**src/rtl/gpio_port_pkg.sv**
```systemverilog
package gpio_port_pkg;
  typedef enum logic [1:0] {
    ADDR_DATA = 2'd0,
    ADDR_DIR  = 2'd1,
    ADDR_CTRL = 2'd2,
    ADDR_RSVD = 2'd3
  } port_addr_e;

  localparam int unsigned CTRL_WOR_BIT = 0;
endpackage

```
**src/rtl/gpio_rst_sync.sv**
```systemverilog
module gpio_rst_sync #(
  parameter int unsigned STAGES = 2
) (
  input  logic clk,
  input  logic rst_n,
  output logic rst_sync_n
);
  logic [STAGES-1:0] chain_q;
  logic [STAGES-1:0] chain_d;

  always_comb begin
    chain_d = {chain_q[STAGES-2:0], 1'b1};
  end

  always_ff @(posedge clk or negedge rst_n) begin
    if (!rst_n) begin
      chain_q <= '0;
    end else begin
      chain_q <= chain_d;
    end
  end

  assign rst_sync_n = chain_q[STAGES-1];
endmodule

```
**src/rtl/gpio_pad_sync.sv**
```systemverilog
module gpio_pad_sync #(
  parameter int unsigned WIDTH  = 6,
  parameter int unsigned STAGES = 2
) (
  input  logic             clk,
  input  logic             rst_n,
  input  logic [WIDTH-1:0] async_in,
  output logic [WIDTH-1:0] sync_out
);
  logic [WIDTH-1:0] stage_q [STAGES];
  logic [WIDTH-1:0] stage_d [STAGES];

  generate
    for (genvar s = 0; s < STAGES; s++) begin : g_stage
      if (s == 0) begin : g_first
        always_comb stage_d[s] = async_in;
      end else begin : g_next
        always_comb stage_d[s] = stage_q[s-1];
      end

      always_ff @(posedge clk or negedge rst_n) begin
        if (!rst_n) begin
          stage_q[s] <= '0;
        end else begin
          stage_q[s] <= stage_d[s];
        end
      end
    end
  endgenerate

  assign sync_out = stage_q[STAGES-1];
endmodule

```
**src/rtl/gpio_port_regs.sv**
```systemverilog
module gpio_port_regs
  import gpio_port_pkg::*;
#(
  parameter int unsigned WIDTH = 6
) (
  input  logic             clk,
  input  logic             rst_n,
  input  logic             wr_en,
  input  logic [1:0]       wr_addr,
  input  logic [WIDTH-1:0] wr_data,
  output logic [WIDTH-1:0] data_q,
  output logic [WIDTH-1:0] dir_q,
  output logic             wor_q
);
  port_addr_e       sel;
  logic             data_we;
  logic             dir_we;
  logic             ctrl_we;
  logic [WIDTH-1:0] data_d;
  logic [WIDTH-1:0] dir_d;
  logic             wor_d;

  always_comb begin
    sel     = port_addr_e'(wr_addr);
    data_we = wr_en && (sel == ADDR_DATA);
    dir_we  = wr_en && (sel == ADDR_DIR);
    ctrl_we = wr_en && (sel == ADDR_CTRL);
    data_d  = data_we ? wr_data : data_q;
    dir_d   = dir_we  ? wr_data : dir_q;
    wor_d   = ctrl_we ? wr_data[CTRL_WOR_BIT] : wor_q;
  end

  always_ff @(posedge clk or negedge rst_n) begin
    if (!rst_n) begin
      data_q <= '0;
      dir_q  <= '0;
      wor_q  <= 1'b0;
    end else begin
      data_q <= data_d;
      dir_q  <= dir_d;
      wor_q  <= wor_d;
    end
  end
endmodule

```
**src/rtl/gpio_drive_ctl.sv**
```systemverilog
module gpio_drive_ctl #(
  parameter int unsigned WIDTH  = 6,
  parameter int unsigned SS_IDX = 5
) (
  input  logic             spi_en,
  input  logic             spi_master,
  input  logic [WIDTH-1:0] dir_q,
  input  logic [WIDTH-1:0] data_q,
  input  logic             wor_q,
  input  logic [WIDTH-1:0] pad_sync,
  output logic [WIDTH-1:0] pad_oe,
  output logic [WIDTH-1:0] pad_out,
  output logic [WIDTH-1:0] rd_pins,
  output logic             ss_act
);
  logic [WIDTH-1:0] drv_en;
  logic             slave_role;

  assign slave_role = spi_en && !spi_master;

  generate
    for (genvar i = 0; i < WIDTH; i++) begin : g_pin
      if (i == SS_IDX) begin : g_shared
        // Slave role takes the pin away from software; otherwise the direction bit rules.
        always_comb drv_en[i] = dir_q[i] && !slave_role;
      end else begin : g_plain
        always_comb drv_en[i] = dir_q[i];
      end

      always_comb begin
        // Open-drain: a driven one releases the pad, a driven zero still sinks.
        pad_oe[i]  = drv_en[i] && !(wor_q && data_q[i]);
        pad_out[i] = data_q[i];
        rd_pins[i] = drv_en[i] ? data_q[i] : pad_sync[i];
      end
    end
  endgenerate

  // Select is only qualified while the engine is on and the pin is not driving.
  assign ss_act = spi_en && !drv_en[SS_IDX] && !pad_sync[SS_IDX];
endmodule

```
**src/rtl/gpio_spi_port.sv**
```systemverilog
module gpio_spi_port
  import gpio_port_pkg::*;
#(
  parameter int unsigned WIDTH       = 6,
  parameter int unsigned SS_IDX      = 5,
  parameter int unsigned SYNC_STAGES = 2
) (
  input  logic             clk,
  input  logic             rst_n,
  input  logic             reg_wr,
  input  logic [1:0]       reg_addr,
  input  logic [WIDTH-1:0] reg_wdata,
  output logic [WIDTH-1:0] reg_rdata,
  input  logic             spi_en,
  input  logic             spi_master,
  input  logic [WIDTH-1:0] pad_in,
  output logic [WIDTH-1:0] pad_oe,
  output logic [WIDTH-1:0] pad_out,
  output logic             ss_act
);
  localparam int unsigned CTRL_PAD = WIDTH - 1;

  logic             rst_ni;
  logic [WIDTH-1:0] data_q;
  logic [WIDTH-1:0] dir_q;
  logic             wor_q;
  logic [WIDTH-1:0] pad_sync;
  logic [WIDTH-1:0] rd_pins;
  port_addr_e       rd_sel;

  gpio_rst_sync #(.STAGES(2)) rst_sync_i (
    .clk        (clk),
    .rst_n      (rst_n),
    .rst_sync_n (rst_ni)
  );

  gpio_port_regs #(.WIDTH(WIDTH)) regs_i (
    .clk     (clk),
    .rst_n   (rst_ni),
    .wr_en   (reg_wr),
    .wr_addr (reg_addr),
    .wr_data (reg_wdata),
    .data_q  (data_q),
    .dir_q   (dir_q),
    .wor_q   (wor_q)
  );

  gpio_pad_sync #(.WIDTH(WIDTH), .STAGES(SYNC_STAGES)) pad_sync_i (
    .clk      (clk),
    .rst_n    (rst_ni),
    .async_in (pad_in),
    .sync_out (pad_sync)
  );

  gpio_drive_ctl #(.WIDTH(WIDTH), .SS_IDX(SS_IDX)) drive_i (
    .spi_en     (spi_en),
    .spi_master (spi_master),
    .dir_q      (dir_q),
    .data_q     (data_q),
    .wor_q      (wor_q),
    .pad_sync   (pad_sync),
    .pad_oe     (pad_oe),
    .pad_out    (pad_out),
    .rd_pins    (rd_pins),
    .ss_act     (ss_act)
  );

  always_comb begin
    rd_sel = port_addr_e'(reg_addr);
    unique case (rd_sel)
      ADDR_DATA: reg_rdata = rd_pins;
      ADDR_DIR:  reg_rdata = dir_q;
      ADDR_CTRL: reg_rdata = {{CTRL_PAD{1'b0}}, wor_q};
      default:   reg_rdata = '0;
    endcase
  end
endmodule

```
**config.mk**
```make
export PLATFORM = sky130hd
export DESIGN_NAME = gpio_spi_port
export DESIGN_NICKNAME = d
export VERILOG_FILES = /design/src/rtl/gpio_port_pkg.sv /design/src/rtl/gpio_rst_sync.sv /design/src/rtl/gpio_pad_sync.sv /design/src/rtl/gpio_port_regs.sv /design/src/rtl/gpio_drive_ctl.sv /design/src/rtl/gpio_spi_port.sv
export SDC_FILE = /design/constraint.sdc
export NUM_CORES = 1
export LEC_CHECK = 0
export ABC_AREA = 1
export BUFFER_PORTS_ARGS = -buffer_cell sky130_fd_sc_hd__clkbuf_2
export CAP_MARGIN = 20
export CORE_MARGIN = 4
export CORE_UTILIZATION = 48
export DETAILED_ROUTE_END_ITERATION = 12
export PLACE_DENSITY = 0.77
export SLEW_MARGIN = 20
export SYNTH_ARGS = -nofsm -noshare
export SYNTH_HDL_FRONTEND = slang
export SYNTH_SLANG_ARGS = --single-unit
```
**constraint.sdc**
```tcl
create_clock -name clk -period 1 [get_ports clk]
set_input_delay 0.05 -clock clk [delete_from_list [all_inputs] [get_ports clk]]
set_output_delay 0.05 -clock clk [all_outputs]
set_load 0.05 [all_outputs]
```
Word-level counts from Yosys, hierarchy flattened
Cells that the tools add are included.
- add/sub/neg operators: 0
- multipliers: 0
- div/mod/pow operators: 0
- magnitude comparators: 0
- eq/ne operators: 2
- shift-type cells: 0
- mux-type cells: 7
- bitwise logic cells: 0
- reduce and logical (&&, ||, !) cells: 30
- operators with widths (cell ; count):
    $logic_and 1x1->1 ; 19
    $pmux 6 s3 ; 1
    $logic_not 1->1 ; 10
    $mux 1 ; 6
    $eq 2x1->1 const B ; 1
    $eq 2x2->1 const B ; 1
    $logic_not 2->1 ; 1
- bits in registers: 27
- latch bits: 0
- memory bits (writable): 0
- memory bits (read-only): 0
- bits of input ports: 19
- output and inout bits: 19
- logic and storage cells: 45
- memories kept: 0

Logic depth before layout (Yosys ltp)
Gate-level depths: netlist of run 1.
- depth in word-level cells: 7
- mapped depth: 7
- depth with buffers taken out: 6

Cells and area by module
A second synthesis of run 1 with hierarchy kept.
- cell total of the unflattened synthesis: 139
- area, all modules: 1232.4 um^2
- by module, submodules not included (module ; times used ; cells an instance ; area an instance (um^2) ; sequential area each (um^2)):
    gpio_port_regs ; 1 ; 61 ; 568.0 ; 325.3
    gpio_pad_sync ; 1 ; 12 ; 300.3 ; 300.3
    gpio_drive_ctl ; 1 ; 40 ; 198.9 ; 0.0
    gpio_spi_port ; 1 ; 23 ; 111.4 ; 0.0
    gpio_rst_sync ; 1 ; 3 ; 53.8 ; 50.0

Worst setup path before layout of run 1
No wires, ideal clock.
- path type: reg2out
- start point: reg regs_i.data_q[2]
- end point: out reg_rdata[2]
- arrival: 1.604 ns
- required time: 0.950 ns
- slack: -0.654 ns
- stages on the path, launching flop included: 3
- path buffers: 0
- path through: dfrtp_1 o21ai_0 a21oi_1
- cells in the longest elaborated chain, start to end: 2
- RTL lines (element ; line ; text):
    start: declaration ; gpio_port_regs.sv:11 ; output logic [WIDTH-1:0] data_q,
    start signal: assignment ; gpio_port_regs.sv:39 ; data_q <= data_d;
    $mux 1 ; gpio_drive_ctl.sv:34 ; rd_pins[i] = drv_en[i] ? data_q[i] : pad_sync[i];
    $pmux 6 s3 ; gpio_spi_port.sv:70 ; unique case (rd_sel)
    end: declaration ; gpio_spi_port.sv:13 ; output logic [WIDTH-1:0] reg_rdata,
No other way between the ends.

Worst setup path in the final report of run 1
- start point: reg regs_i.dir_q[0]
- end point: out reg_rdata[0]
- cells in the longest elaborated chain, start to end: 2
- RTL lines (element ; line ; text):
    start: declaration ; gpio_port_regs.sv:12 ; output logic [WIDTH-1:0] dir_q,
    start signal: assignment ; gpio_port_regs.sv:40 ; dir_q <= dir_d;
    $mux 1 ; gpio_drive_ctl.sv:34 ;
    $pmux 6 s3 * ; gpio_spi_port.sv:70 ;
Every way passes the cells marked *; elsewhere a longest branch is shown, timed or not.

==> flow_metrics.py, run 1 <==
metrics = {
    "power_and_ir_drop": {
        "p_int_mw": 2.207,
        "p_clk_share_pct": 13.8,
        "swShare_pct": 40.56,
        "p_leak_nw": 1.020,
        "power.total_mw": 3.713,
        "p_comb_share_pct": 49.7,
        "p_per_area_nw_per_um2": 1722,
        "switchingPower_mw": 1.506,
        "p_seq_share_pct": 36.5,
        "peakVddDrop_v": 0.001435,
    },
    "place": {
        "hpwl_um": 1952,
        "dp_cells": 193,
        "port-buffer-count": 37,
        "gp_congestion": 0.7580,
    },
    "critical_path": {
        "r2r_slack_ps": 50,
        "startpoint": "regs_i.dir_q[0]",
        "critPathKind": "flop to output port",
        "critPathCaptureType": "output port",
        "rr_worst_depth": 4,
        "crit_required_ps": 950,
        "crit_arrival_ps": 1390,
        "r2r-start": "regs_i.dir_q[3]",
        "cp_max_fo": 3,
        "start_kind": "flop",
        "r2r-end": "regs_i.dir_q[3]",
    },
    "synthesis": {
        "syn-instance-count": 114,
        "yosysTopAreaCell": "dfrtp_1",
        "syn_nets": 133,
        "ys_warn_count": 0,
        "synth_top_area_share_pct": 59.15,
        "syn_area_um2": 1142,
        "synthTopCellsByArea": "dfrtp_1, o21ai_2, inv_1",
        "ys_ff_latch": 27,
        "seq_area_frac_synth_pct": 59.15,
        "ys_types": 20,
        "avgSynthCellArea_um2": 10.02,
    },
    "clocking": {
        "clock-root-buffer": "clkbuf_4",
        "cts_made_buffers": 3,
        "clk_pin_slew_ps": 150,
        "htree_num_levels": 1,
        "clock-sinks": 27,
        "cts_tree": "built",
        "clk_path_buf_depth": 2,
        "clock_latency_ps": 350,
    },
    "routing": {
        "drt_wl_total_um": 5003,
        "final_antenna_net_count": 0,
        "vias": 1228,
        "route.detailed.drc": 0,
        "drt_iter0_drc": 78,
        "avgRoutedWirePerCell_um": 23.06,
        "dr.pass1.iters": 4,
        "viasPerCell": 5.659,
    },
    "global_route": {
        "grt_pass1_vias": 1274,
        "grt_max_degree": 17,
        "grt_pass1_wl_um": 6430,
        "antenna_found_initial": 0,
        "grtUsageTotal_pct": 27.03,
        "grt-ovfl-total": 0,
    },
    "die": {
        "die_area_um2": 3225,
        "ios": 38,
        "start_util_pct": 51.15,
        "core_um2": 2233,
        "rows": 17,
        "die_y_um": 56.79,
        "die_w_um": 56.79,
    },
    "sta": {
        "fmax_mhz": 692.8,
        "finalClockSkew_ps": 7.402,
        "tns_ps": -5418,
        "setup_viol_count_final": 19,
        "layout_setup_ws_ps": -443.4,
        "fin_crit_ps": 1443,
        "finalHoldViolations": 0,
        "period_share_pct": 144.3,
        "rsz0062_at_grt": "yes",
        "slew_viol_final": 0,
        "whs_ps": 0.5393,
    },
    "run_status": {
        "violations": "setup timing",
        "outcome": "finished with violations",
    },
    "final_layout": {
        "fillers": 41,
        "antenna_cells": 0,
        "postLayoutCoreUtil_pct": 96.53,
        "drive_gt1_share_pct": 66.67,
        "layout.nets": 209,
        "layout.cells.most_common": "dfrtp_1",
        "layoutNonFillerInstCount": 217,
        "syn_to_final_growth_pct": 88.72,
        "layout_common_cells": "dfrtp_1, clkbuf_2, buf_4",
    },
    "worst_hold_path": {
        "hp-class": "input pin to asynchronous set/reset pin",
    },
    "run": {
        "cap_violations": 0,
    },
}
==> cell families after synthesis <==
group,share of synthesized area [%]
compound gates,17.96
flops,59.15
simple gates,13.36
other cells,0.3283
buf+inv,9.199
==> critical path, stage by stage (launching register included) <==
cell	delay (ps)
dfrtp_1	430
inv_2	80
nand2_2	80
nand3_2	70
o211ai_1	140
clkbuf_8	240
==> area by class of cell <==
cell class                 instances  area (um^2)  area share (%)
clock buffer                       4        26.28           1.219
inverter                          20        75.07           3.482
multi-input combinational         64        535.5           24.84
sequential                        27        684.4           31.75
tap                               28        35.03           1.625
timing repair buffer              74        799.5           37.09
==> worst max-delay path by stage <==
stage / endpoint / slack (ps) / depth (start not counted)
2_1_floorplan: reg_rdata[0] / -250 / 2
3_3_place_gp: reg_rdata[2] / -40 / 3
6_report: reg_rdata[0] / -440 / 5
5_1_grt: reg_rdata[0] / -470 / 5
3_5_place_dp: reg_rdata[2] / -90 / 4
4_1_cts: pad_oe[2] / -330 / 3
==> power by group through the flow <==
stage          logic (mW)  registers (mW)  clock network, mW
2_1_floorplan       0.630            1.46                  0
3_3_place_gp         1.18            1.32                  0
3_5_place_dp         1.21            1.32                  0
4_1_cts              1.59            1.31              0.480
5_1_grt              1.91            1.37              0.553
6_report             1.85            1.35              0.512
==> state kept, by name, indices dropped and copies added, names as in the netlist <==
signal               flops
regs_i.dir_q             6
regs_i.wor_q             1
pad_sync_i.sync_out      6
rst_sync_i.chain_q       2
pad_sync_i.stage_d       6
regs_i.data_q            6
==> layer usage <==
metal,global-route usage (%),vias up,share of wire [%]
met4,12.25,0,6.0
met1,31.03,592,34
li1,-,510,-
met5,0,-,0
met2,49.17,99,49
met3,3.678,27,11
==> cells in the mapped netlist (all sizes together) <==
cell and instances:
a21oi 12, inv 19, a21boi 1, nand2 24, clkbuf 1, o211ai 1, o21ai 17, buf 2
clkinv 1, dfrtp 27, nand3 6, conb 1, nor2 2
==> timing repair <==
item	4_1_cts	5_1_grt
setup buffers	4	5
setup endpoints to repair	19	19
gates resized for setup	56	26
gates cloned	0	0
hold buffers	12	0
pin swaps	2	5
hold endpoints to repair	18	0
==> stage by stage <==
stage | area, um^2 | setup slack [ps]
final | 2156 | -443.4
after global routing | 2156 | -471.5
after CTS | 2048 | -327.5
after detailed placement | 1608 | -88.83
after global placement | 1608 | -44.50
after floorplan | 1232 | -253.2
No activity file was read; power rests on OpenSTA's default activity.
==> run 2: changes to the inputs <==
CORE_UTILIZATION = 49   (was 48)
RECOVER_POWER = 50   (was unset)
SYNTH_HIERARCHICAL = 1   (was unset)
==> flow_metrics.py, run 2 <==
metrics = {
    "synthesis": {
        "seq_area_frac_synth_pct": 54.82,
        "synthTopCellsByArea": "dfrtp_1, nand2_1, nand3_1",
        "ys_warn_count": 6,
        "syn_nets": 158,
        "yosysTopAreaCell": "dfrtp_1",
        "avgSynthCellArea_um2": 8.866,
        "async_reset_ff_share_pct": 100.0,
        "synth.most_common_cell": "nand2_1",
        "synth_top_area_share_pct": 54.82,
        "synth_commonest_cells": "nand2_1, dfrtp_1, nand3_1",
        "ys.flop_type": "dfrtp_1",
        "synth_edf_count": 0,
        "syn_area_um2": 1232,
        "ys_ff_latch": 27,
        "syn-instance-count": 139,
        "ys_types": 17,
    },
    "sta": {
        "layout_setup_ws_ps": -334.0,
        "rsz0062_at_grt": "yes",
        "setup_viol_count_final": 19,
        "tns_ps": -4085,
        "slew_viol_final": 0,
        "fin_crit_ps": 1334,
        "period_share_pct": 133.4,
        "finalClockSkew_ps": 6.627,
        "finalHoldViolations": 0,
        "worst_pin_slew_ps": 604.0,
        "whs_ps": 14.44,
        "fmax_mhz": 749.6,
        "relSlewSlack_pct": 59.73,
    },
    "place": {
        "hpwl_um": 2037,
        "gp_congestion": 0.7764,
        "place_ws_ps": -54.05,
        "port-buffer-count": 37,
    },
    "die": {
        "rows": 17,
        "die_area_um2": 3381,
        "ios": 38,
        "die_y_um": 58.15,
        "core_um2": 2297,
        "die_w_um": 58.15,
        "start_util_pct": 53.65,
    },
    "global_route": {
        "grtUsageTotal_pct": 20.90,
        "grt_pass1_wl_um": 5395,
        "grt-ovfl-total": 0,
        "antenna_found_initial": 0,
        "grt_pass1_vias": 1174,
        "grt_max_degree": 26,
    },
    "critical_path": {
        "r2r_slack_ps": 120,
        "critPathCaptureType": "output port",
        "crit_required_ps": 950,
        "r2r-end": "regs_i/wor_q",
        "crit_arrival_ps": 1280,
        "max_stage_delay_ps": 450,
        "path_common_cell": "nand2_1",
        "rr_worst_depth": 3,
        "start_kind": "flop",
        "r2r-start": "regs_i/wor_q",
        "path_cells": "nand2_1 > o21ai_1 > nand2_1 > nand2_2 > buf_8",
        "cp_max_fo": 3,
        "critPathSlowestCell": "dfrtp_1",
        "critPathKind": "flop to output port",
    },
    "routing": {
        "final_antenna_net_count": 0,
        "drt_iter0_drc": 70,
        "dr.pass1.iters": 4,
        "route.detailed.drc": 0,
        "viasPerCell": 5.342,
        "avgRoutedWirePerCell_um": 15.22,
        "drt_wl_total_um": 3425,
        "vias": 1202,
    },
    "worst_hold_path": {
        "hp-class": "input pin to asynchronous set/reset pin",
    },
    "clocking": {
        "clk_pin_slew_ps": 150,
        "cts_tree": "built",
        "clock-root-buffer": "clkbuf_4",
        "cts_made_buffers": 3,
        "clock-sinks": 27,
        "clock_latency_ps": 330,
        "htree_num_levels": 1,
        "clk_path_buf_depth": 2,
    },
    "run_status": {
        "violations": "setup timing",
        "outcome": "finished with violations",
    },
    "final_layout": {
        "layout.nets": 217,
        "antenna_cells": 0,
        "layout_common_cells": "nand2_1, dfrtp_1, clkbuf_2",
        "syn_to_final_growth_pct": 54.42,
        "postLayoutCoreUtil_pct": 82.84,
        "layout.cells.most_common": "nand2_1",
        "drive_gt1_share_pct": 38.58,
    },
    "run": {
        "cap_violations": 0,
    },
    "power_and_ir_drop": {
        "p_leak_nw": 0.9925,
        "peakVddDrop_v": 0.001322,
        "p_per_area_nw_per_um2": 1654,
    },
}
run 2: metrics by stage:
stage               power [mW]  cell area [um^2]  std cells
detailed placement       2.247              1474        202
finish                   3.149              1903        225
global route             3.311              1903        225
global placement         2.223              1474        202
floorplan                2.024              1249        139
CTS                      2.963              1812        221
run 2: what timing repair did:
| action | in CTS | in global routing |
|---|---|---|
| setup buffers | 2 | 5 |
| hold endpoints to repair | 21 | 0 |
| hold buffers | 13 | 0 |
| resized for setup | 45 | 30 |
| setup endpoints to repair | 19 | 19 |
| pin swaps | 6 | 5 |
run 2: kinds of logic after synthesis:
group / synth area share, %
and+or+nand+nor: 29.14
AOI/OAI and AO/OA: 5.076
other: 0.3043
buffers and inverters: 10.66
DFF: 54.82
run 2: cell type report:
class | count | area [um^2]
clock inverters | 1 | 5.005
well taps | 28 | 35.03
multi-input cells | 89 | 476.7
clock buffers | 3 | 22.52
repair buffers | 64 | 635.6
inverters | 13 | 48.80
flip-flops and latches | 27 | 679.4
fillers | 132 | 394.1
run 2: report_power, final:
| group | leakage [nW] | internal (mW) | switching (mW) |
|---|---|---|---|
| sequential | 0.322 | 1.21 | 0.138 |
| clock | 0.0177 | 0.150 | 0.329 |
| combinational | 0.653 | 0.577 | 0.747 |
run 2: worst max path at each step:
stage / startpoint / endpoint / slack (ps) / depth (start not counted)
final: regs_i/data_q[3] / reg_rdata[3] / -330 / 5
after global routing: regs_i/dir_q[3] / reg_rdata[3] / -450 / 5
after CTS: regs_i/dir_q[5] / reg_rdata[5] / -320 / 6
after detailed placement: regs_i/dir_q[0] / reg_rdata[0] / -50 / 4
after global placement: regs_i/wor_q / pad_oe[5] / -30 / 4
after floorplan: regs_i/wor_q / pad_oe[0] / -240 / 1
run 2: worst max-delay path: cells and delay by family, from the launching register on:
kind	cells	cell delay (ps)
flops	1	450
compound gates	1	80
simple gates	3	280
buf+inv	1	140
run 2: routing by layer:
layer	track usage [%]	up-vias	part of all wire [%]
met1	24.82	573	36
met2	37.74	64	54
met3	3.341	7	7.7
met4	7.616	0	1.6
li1	-	558	-
met5	0	-	0
